===== config.mk =====
export PLATFORM = sky130hd
export DESIGN_NAME = bank_capture
export DESIGN_NICKNAME = d
export VERILOG_FILES = /design/src/rtl/bank_capture_pkg.sv /design/src/rtl/bank_sync_pipe.sv /design/src/rtl/bank_freeze_mux.sv /design/src/rtl/bank_rise_pulse.sv /design/src/rtl/bank_capture.sv
export SDC_FILE = /design/constraint.sdc
export NUM_CORES = 1
export LEC_CHECK = 0
export BUFFER_PORTS_ARGS = -buffer_cell sky130_fd_sc_hd__buf_2
export CORE_AREA = 5 5 58 60
export CTS_BUF_LIST = sky130_fd_sc_hd__clkbuf_8
export CTS_CLUSTER_DIAMETER = 200
export DETAILED_ROUTE_END_ITERATION = 6
export DIE_AREA = 0 0 63 65
export PLACE_DENSITY = 0.48
export REMOVE_ABC_BUFFERS = 1
export SLEW_MARGIN = 20
export SYNTH_ARGS = -nofsm -noshare
export SYNTH_HDL_FRONTEND = slang
export SYNTH_HIERARCHICAL = 1
export SYNTH_SLANG_ARGS = --single-unit

===== constraint.sdc =====
create_clock -name clk -period 0.9 [get_ports clk]
set_input_delay 0.18 -clock clk [delete_from_list [all_inputs] [get_ports clk]]
set_output_delay 0.18 -clock clk [all_outputs]
set_load 0.005 [all_outputs]

===== src/rtl/bank_capture_pkg.sv =====
package bank_capture_pkg;

   parameter int unsigned BANK_W_DEF   = 8;
   parameter int unsigned IN_STAGES_DEF = 1;

   function automatic logic [BANK_W_DEF-1:0] zero_or(input logic clr,
                                                      input logic [BANK_W_DEF-1:0] v);
      return clr ? '0 : v;
   endfunction

endpackage


===== src/rtl/bank_sync_pipe.sv =====
module bank_sync_pipe #(
   parameter int unsigned W      = 8,
   parameter int unsigned STAGES = 1
) (
   input  logic         clk,
   input  logic         rst,
   input  logic [W-1:0] d,
   output logic [W-1:0] q
);
   localparam int unsigned LAST = STAGES - 1;

   logic [W-1:0] stg [STAGES];

   if (STAGES < 1) begin : g_bad_stages
      $error("bank_sync_pipe: STAGES must be at least 1");
   end

   for (genvar i = 0; i < STAGES; i++) begin : g_stage
      if (i == 0) begin : g_first
         always_ff @(posedge clk or posedge rst) begin
            if (rst) stg[0] <= '0;
            else     stg[0] <= d;
         end
      end else begin : g_next
         always_ff @(posedge clk or posedge rst) begin
            if (rst) stg[i] <= '0;
            else     stg[i] <= stg[i-1];
         end
      end
   end

   assign q = stg[LAST];
endmodule


===== src/rtl/bank_freeze_mux.sv =====
module bank_freeze_mux #(
   parameter int unsigned BANK_W = 8
) (
   input  logic              clk,
   input  logic              rst,
   input  logic              ph_s,
   input  logic              f_s,
   input  logic [BANK_W-1:0] d_s,
   output logic [BANK_W-1:0] bank
);
   logic [BANK_W-1:0] live;
   logic [BANK_W-1:0] held;

   assign live = f_s ? '0 : d_s;

   always_ff @(posedge clk or posedge rst) begin
      if (rst)        held <= '0;
      else if (!ph_s) held <= live;
   end

   assign bank = ph_s ? held : live;
endmodule


===== src/rtl/bank_rise_pulse.sv =====
module bank_rise_pulse (
   input  logic clk,
   input  logic rst,
   input  logic lvl,
   output logic pulse
);
   logic lvl_d;

   always_ff @(posedge clk or posedge rst) begin
      if (rst) lvl_d <= 1'b0;
      else     lvl_d <= lvl;
   end

   assign pulse = lvl & ~lvl_d;
endmodule


===== src/rtl/bank_capture.sv =====
module bank_capture #(
   parameter int unsigned BANK_W    = bank_capture_pkg::BANK_W_DEF,
   parameter int unsigned IN_STAGES = bank_capture_pkg::IN_STAGES_DEF
) (
   input  logic              clk,
   input  logic              rst,
   input  logic              phase_hi,
   input  logic [BANK_W-1:0] din,
   input  logic              force_zero,
   output logic [BANK_W-1:0] bank,
   output logic              bank_valid
);
   localparam int unsigned PIPE_W = BANK_W + 2;

   if (BANK_W < 1) begin : g_bad_width
      $error("bank_capture: BANK_W must be at least 1");
   end
   if (IN_STAGES < 1) begin : g_bad_depth
      $error("bank_capture: IN_STAGES must be at least 1");
   end

   logic [PIPE_W-1:0] pipe_in;
   logic [PIPE_W-1:0] pipe_out;
   logic              ph_s;
   logic              f_s;
   logic [BANK_W-1:0] d_s;

   assign pipe_in = {phase_hi, force_zero, din};

   bank_sync_pipe #(.W(PIPE_W), .STAGES(IN_STAGES)) u_pipe (
      .clk (clk),
      .rst (rst),
      .d   (pipe_in),
      .q   (pipe_out)
   );

   assign ph_s = pipe_out[PIPE_W-1];
   assign f_s  = pipe_out[PIPE_W-2];
   assign d_s  = pipe_out[BANK_W-1:0];

   bank_freeze_mux #(.BANK_W(BANK_W)) u_mux (
      .clk  (clk),
      .rst  (rst),
      .ph_s (ph_s),
      .f_s  (f_s),
      .d_s  (d_s),
      .bank (bank)
   );

   bank_rise_pulse u_rise (
      .clk   (clk),
      .rst   (rst),
      .lvl   (ph_s),
      .pulse (bank_valid)
   );
endmodule


==> impl_metrics.tcl, run 1 <==
set metrics [dict create \
    cts_root_buf "clkbuf_8" \
    clkLatencyLatePin_ns 0.25 \
    final_cell_mix "buf_2, dfrtp_1, a22o_1, clkbuf_8, inv_1" \
    via_count 372 \
    wire_per_inst_um 11.4 \
    grt_max_degree 13 \
    dpl.hpwl_um 902 \
    num_rows 20 \
    timing.final.crit_share 1.51 \
    post-route-util 0.290 \
    crit_path_end_kind "output pin" \
    grt_pass1_vias 433 \
    yosys.area.top_type "dfrtp_1" \
    arrival_ns 1.18 \
    power.density_nw_per_um2 1990 \
    peakVddDrop_uv 1330 \
    path_clk_slew_ns 0.07 \
    worst_pin_slew_ns 0.334 \
    critPathMaxFanout 5 \
    antenna_found_initial 0 \
    grt_first_pass_wirelength_um 1920 \
    worstReg2RegEnd "u_mux/held[4]$_DFF_PP0_" \
    hold_path_end "u_pipe/q[8]$_DFF_PP0_" \
    syn_area_per_cell_um2 16.4 \
    layout_setup_ws_ns -0.461 \
    synth_cells 37 \
    synth.cell_area_um2 606 \
    h-tree-depth 1 \
    syn_to_final_growth_pct 37.8 \
    cts-buffers-inserted 3 \
    track_usage 0.0630 \
    vias_per_cell 3.84 \
    die_area_um2 4100 \
    die_y_um 65 \
    io_buffers 20 \
    synth_cell_type_count 9 \
    p_leak_uw 0.000423 \
    die_w_um 63 \
    status "finished with violations" \
    initial_core_util 0.210 \
    min-delay-start "force_zero" \
    setup_viol 13 \
    r2r_start "u_pipe/q[9]$_DFF_PP0_" \
    final.setup_skew_ns 0.00250 \
    nets 77 \
    firstDrtPassIters 4 \
    rsz0062_at_grt "true" \
    cts.sinks 19 \
    ys_warn_count 6 \
    clock.fmax_mhz 735 \
    rrSetupSlack_ns -0.12 \
    coreArea_um2 2880 \
    setup_tns_ns -4.01 \
    worstHoldPathCells 1 \
    maxCapViolations 0 \
    reg2regPathDepth 3 \
    drive_above_1_share 0.531 \
    synth-seq-cells 19 \
    yosysTopAreaCellShare 0.785 \
    drt.antenna.violating_nets 0 \
    synth.area.top_cells "dfrtp_1, a22o_1, nand2b_2, nor2b_4, buf_6" \
    finalHoldViolations 0 \
    worstHoldPathType "primary input to flop" \
    drt_first_iter_violations 5 \
    start_kind "flop" \
    slew_viol_final 0 \
    setup.worst_path.class "flop to output pin" \
    gp_congestion 0.682 \
    critPathRequiredTime_ns 0.72 \
    drc 0 \
    final_common_cell "buf_2" \
    ios 21 \
    wirelength_um 1110 \
    cts_max_path_buffers 2 \
    diodes 0 \
    seq_area_frac_synth 0.785 \
    cts_tree "yes" \
    failed_checks "setup timing" \
    worst_slew_margin_rel 0.777 \
    layout_min_cycle_time_ns 1.36 \
    overflow 0 \
]
-- per-stage QoR --
stage / instance area [um2] / total power (uW) / hold slack (ns) / setup WS, ns / instances
after floorplan: 594 / 1000 / -0.0913 / -0.127 / 36
after global placement: 751 / 1080 / 0.0351 / -0.211 / 91
after detailed placement: 751 / 1080 / 0.0374 / -0.229 / 91
after CTS: 827 / 1690 / 0.0228 / -0.486 / 96
after global routing: 835 / 1760 / 0.0143 / -0.514 / 97
final: 835 / 1660 / 0.0293 / -0.461 / 97
-- cells by family after synthesis --
kind of cell | after synthesis | share of synthesized area
AO/OA/AOI/OAI | 8 | 0.103
buffers and inverters | 4 | 0.0372
flip-flops | 19 | 0.785
AND/OR/NAND/NOR | 6 | 0.0744
-- power breakdown --
group	leakage, uW	switching [uW]	internal, uW
Clock	0.0000217	277	311
Sequential	0.000231	23.4	907
Combinational	0.000170	66.5	80.1
-- per-layer routing --
metal / global-route usage / wire [um]
met4: 0.0318 / 29
met3: 0.0416 / 110
met1: 0.0693 / 487
met2: 0.0923 / 480
met5: 0 / 0
-- worst max path at each step --
stage                                from       to
global placement    u_pipe/q[9]$_DFF_PP0_  bank[1]
detailed placement  u_pipe/q[9]$_DFF_PP0_  bank[1]
CTS                 u_pipe/q[9]$_DFF_PP0_  bank[1]
global route        u_pipe/q[9]$_DFF_PP0_  bank[1]
floorplan           u_pipe/q[9]$_DFF_PP0_  bank[0]
finish              u_pipe/q[9]$_DFF_PP0_  bank[1]
-- critical path, cell delays in order (launching register included) --
cell and delay, ns:
dfrtp_2 0.44, buf_6 0.14, a22o_1 0.22, buf_2 0.13
-- cells in the mapped netlist, drive strengths merged --
cell / n
buf: 1
a22o: 6
nor2b: 1
nand2b: 2
inv: 3
o21ai: 2
nand2: 2
dfrtp: 19
nor2: 1
-- state kept, by name (all words and copies together), names as in the netlist --
signal / count
u_pipe/q: 10
u_mux/held: 8
u_rise/lvl_d: 1
-- what timing repair did --
| action | 4_1_cts | 5_1_grt |
|---|---|---|
| gates resized for setup | 5 | 0 |
| endpoints found under the setup margin | 15 | 14 |
| hold endpoints to repair | 19 | 0 |
| hold buffers | 1 | 0 |
| pin swaps | 0 | 0 |
| buffers inserted | 0 | 1 |
-- layout make-up --
class | count | area (um2)
repair buffers | 24 | 136
fillers | 304 | 2040
flip-flops and latches | 19 | 477
clock inverters | 1 | 7.51
clock buffers | 3 | 41.3
well taps | 33 | 41.3
multi-input cells | 14 | 120
inverters | 3 | 11.3
No activity file was read; power rests on OpenSTA's default activity.
==> run 2: changes to the inputs <==
--- a/config.mk
+++ b/config.mk
@@ -13,3 +13,3 @@
 export DIE_AREA = 0 0 63 65
-export PLACE_DENSITY = 0.48
+export PLACE_DENSITY = 0.52
 export REMOVE_ABC_BUFFERS = 1
==> constraint.sdc (replaced) <==
create_clock -name clk -period 0.9 [get_ports clk]
set_input_delay 0.045 -clock clk [delete_from_list [all_inputs] [get_ports clk]]
set_output_delay 0.045 -clock clk [all_outputs]
set_load 0.005 [all_outputs]
==> run 2 against run 1 <==
  * The flow still finishes with violations (setup timing)
  * Register-to-register slack gained 0.11 ns
  * Maximum frequency up 12%
  * Sequential power is essentially flat
  * Sequential share of layout area down 5.7 points
  * Utilization grew 3.2 points
==> impl_metrics.tcl, run 2 (same netlist as run 1, synthesis figures left out) <==
set metrics [dict create \
    final_cell_mix "buf_2, dfrtp_1, dlygate4sd3_1, a22o_1, inv_1" \
    drive_above_1_share 0.438 \
    hold_slack_ns 0.190 \
    status "finished with violations" \
    worst_slew_margin_rel 0.745 \
    num_rows 20 \
    maxCapViolations 0 \
    firstDrtPassIters 2 \
    die_area_um2 4100 \
    start_kind "flop" \
    slowest_stage "dfrtp_2" \
    diodes 0 \
    arrival_ns 1.18 \
    nets 86 \
    gp_congestion 0.624 \
    dpl.hpwl_um 849 \
    grt_max_degree 11 \
    die_w_um 63 \
    dpl_cell_area_um2 751 \
    rsz0062_at_grt "true" \
    largest_reg_flops 10 \
    layout_min_cycle_time_ns 1.22 \
    wire_per_inst_um 10.8 \
    antenna_found_initial 0 \
    crit_path_max_incr_delay_ns 0.44 \
    cts_tree "yes" \
    drc 0 \
    reg2regPathDepth 2 \
    die_y_um 65 \
    peakVddDrop_uv 754 \
    final.setup_skew_ns 0.00113 \
    syn_to_final_growth_pct 53.1 \
    final_common_cell "buf_2" \
    worstHoldPathType "primary input to asynchronous set/reset pin" \
    preCtsSetupSlack_ns -0.115 \
    vias_per_cell 3.73 \
    finalHoldViolations 0 \
    worstReg2RegEnd "u_mux/held[1]$_DFF_PP0_" \
    grt_first_pass_wirelength_um 1890 \
    wirelength_um 1140 \
    failed_checks "setup timing" \
    worst_pin_slew_ns 0.383 \
    p_leak_uw 0.000466 \
    setup_tns_ns -2.62 \
    setup.worst_path.class "flop to output pin" \
    combPwrFrac 0.108 \
    grt_pass1_vias 424 \
    via_count 395 \
    io_buffers 20 \
    path_clk_slew_ns 0.06 \
    clkLatencyLatePin_ns 0.25 \
    switching_share 0.205 \
    slew_viol_final 0 \
    ios 21 \
    setup_viol 15 \
    cts_max_path_buffers 2 \
    fin_area_um2 927 \
    h-tree-depth 1 \
    cts.sinks 19 \
    path_cells "buf_6 -> a22o_1 -> buf_2" \
    power_frac_seq 0.561 \
    pwr-share-clk 0.331 \
    coreArea_um2 2880 \
    timing.final.crit_share 1.36 \
    drt_first_iter_violations 3 \
    initial_core_util 0.210 \
    p_switching_uw 340 \
    drt.antenna.violating_nets 0 \
    track_usage 0.0615 \
    power.density_nw_per_um2 1780 \
    rrSetupSlack_ns -0.01 \
    overflow 0 \
    cts_root_buf "clkbuf_8" \
    clock.fmax_mhz 819 \
    internal_power_uw 1310 \
    layout_setup_ws_ns -0.320 \
    crit_path_end_kind "output pin" \
    r2r_start "u_pipe/q[9]$_DFF_PP0_" \
    critPathRequiredTime_ns 0.85 \
    critPathMaxFanout 6 \
    cts-buffers-inserted 3 \
]
==> run 2: cell types whose count changed in the layout (fill, tap and decap cells not counted) <==
| cell | previous run | this run |
|---|---|---|
| dlygate4sd3_1 | 1 | 11 |
| buf_4 | 2 | 0 |
| buf_6 | 1 | 2 |
| inv_1 | 3 | 4 |
| clkinvlp_4 | 1 | 0 |
==> run 2: how the worst max path moves through the flow <==
stage,from,cells after the start,endpoint
finish,u_pipe/q[9]$_DFF_PP0_,3,bank[1]
global route,u_pipe/q[8]$_DFF_PP0_,3,bank[1]
CTS,u_pipe/q[9]$_DFF_PP0_,3,bank[3]
detailed placement,u_pipe/q[8]$_DFF_PP0_,3,bank[3]
global placement,u_pipe/q[9]$_DFF_PP0_,3,bank[4]
floorplan,u_pipe/q[9]$_DFF_PP0_,2,u_mux/held[0]$_DFF_PP0_
==> run 2: area by class of cell <==
| class | count | area [um2] |
|---|---|---|
| flip-flops and latches | 19 | 477 |
| repair buffers | 33 | 233 |
| multi-input cells | 14 | 120 |
| fillers | 282 | 1950 |
| well taps | 33 | 41.3 |
| clock buffers | 3 | 41.3 |
| clock inverters | 1 | 3.75 |
| inverters | 3 | 11.3 |
==> run 2: repair_timing <==
item	in CTS	in global routing
endpoints found under the setup margin	15	15
setup buffers	0	0
hold endpoints to repair	29	0
hold buffers	11	0
resized for setup	4	2
==> run 2: layer usage <==
| metal | up-vias | track usage | part of all wire |
|---|---|---|---|
| met1 | 186 | 0.0693 | 0.42 |
| met4 | 0 | 0.0398 | 0.012 |
| li1 | 193 | - | - |
| met2 | 14 | 0.0910 | 0.49 |
| met3 | 2 | 0.0312 | 0.080 |
| met5 | - | 0 | 0 |
==> run 2: worst max-delay path: cells and delay by family (launching register included) <==
family,cells,cell delay [ns]
buffers and inverters,2,0.27
AO/OA/AOI/OAI,1,0.22
flip-flops,1,0.44
==> run 2: per-stage QoR <==
step	cells	power, uW	util
global placement	91	1080	0.261
detailed placement	91	1080	0.261
global route	106	1750	0.322
floorplan	36	1000	-
finish	106	1650	0.322
CTS	106	1690	0.320
==> run 2: power by group through the flow <==
stage | clock [uW] | combinational (uW) | sequential, uW
floorplan | 0 | 61.4 | 941
global placement | 0 | 139 | 941
detailed placement | 0 | 141 | 941
CTS | 581 | 184 | 927
global route | 613 | 202 | 931
finish | 548 | 178 | 928
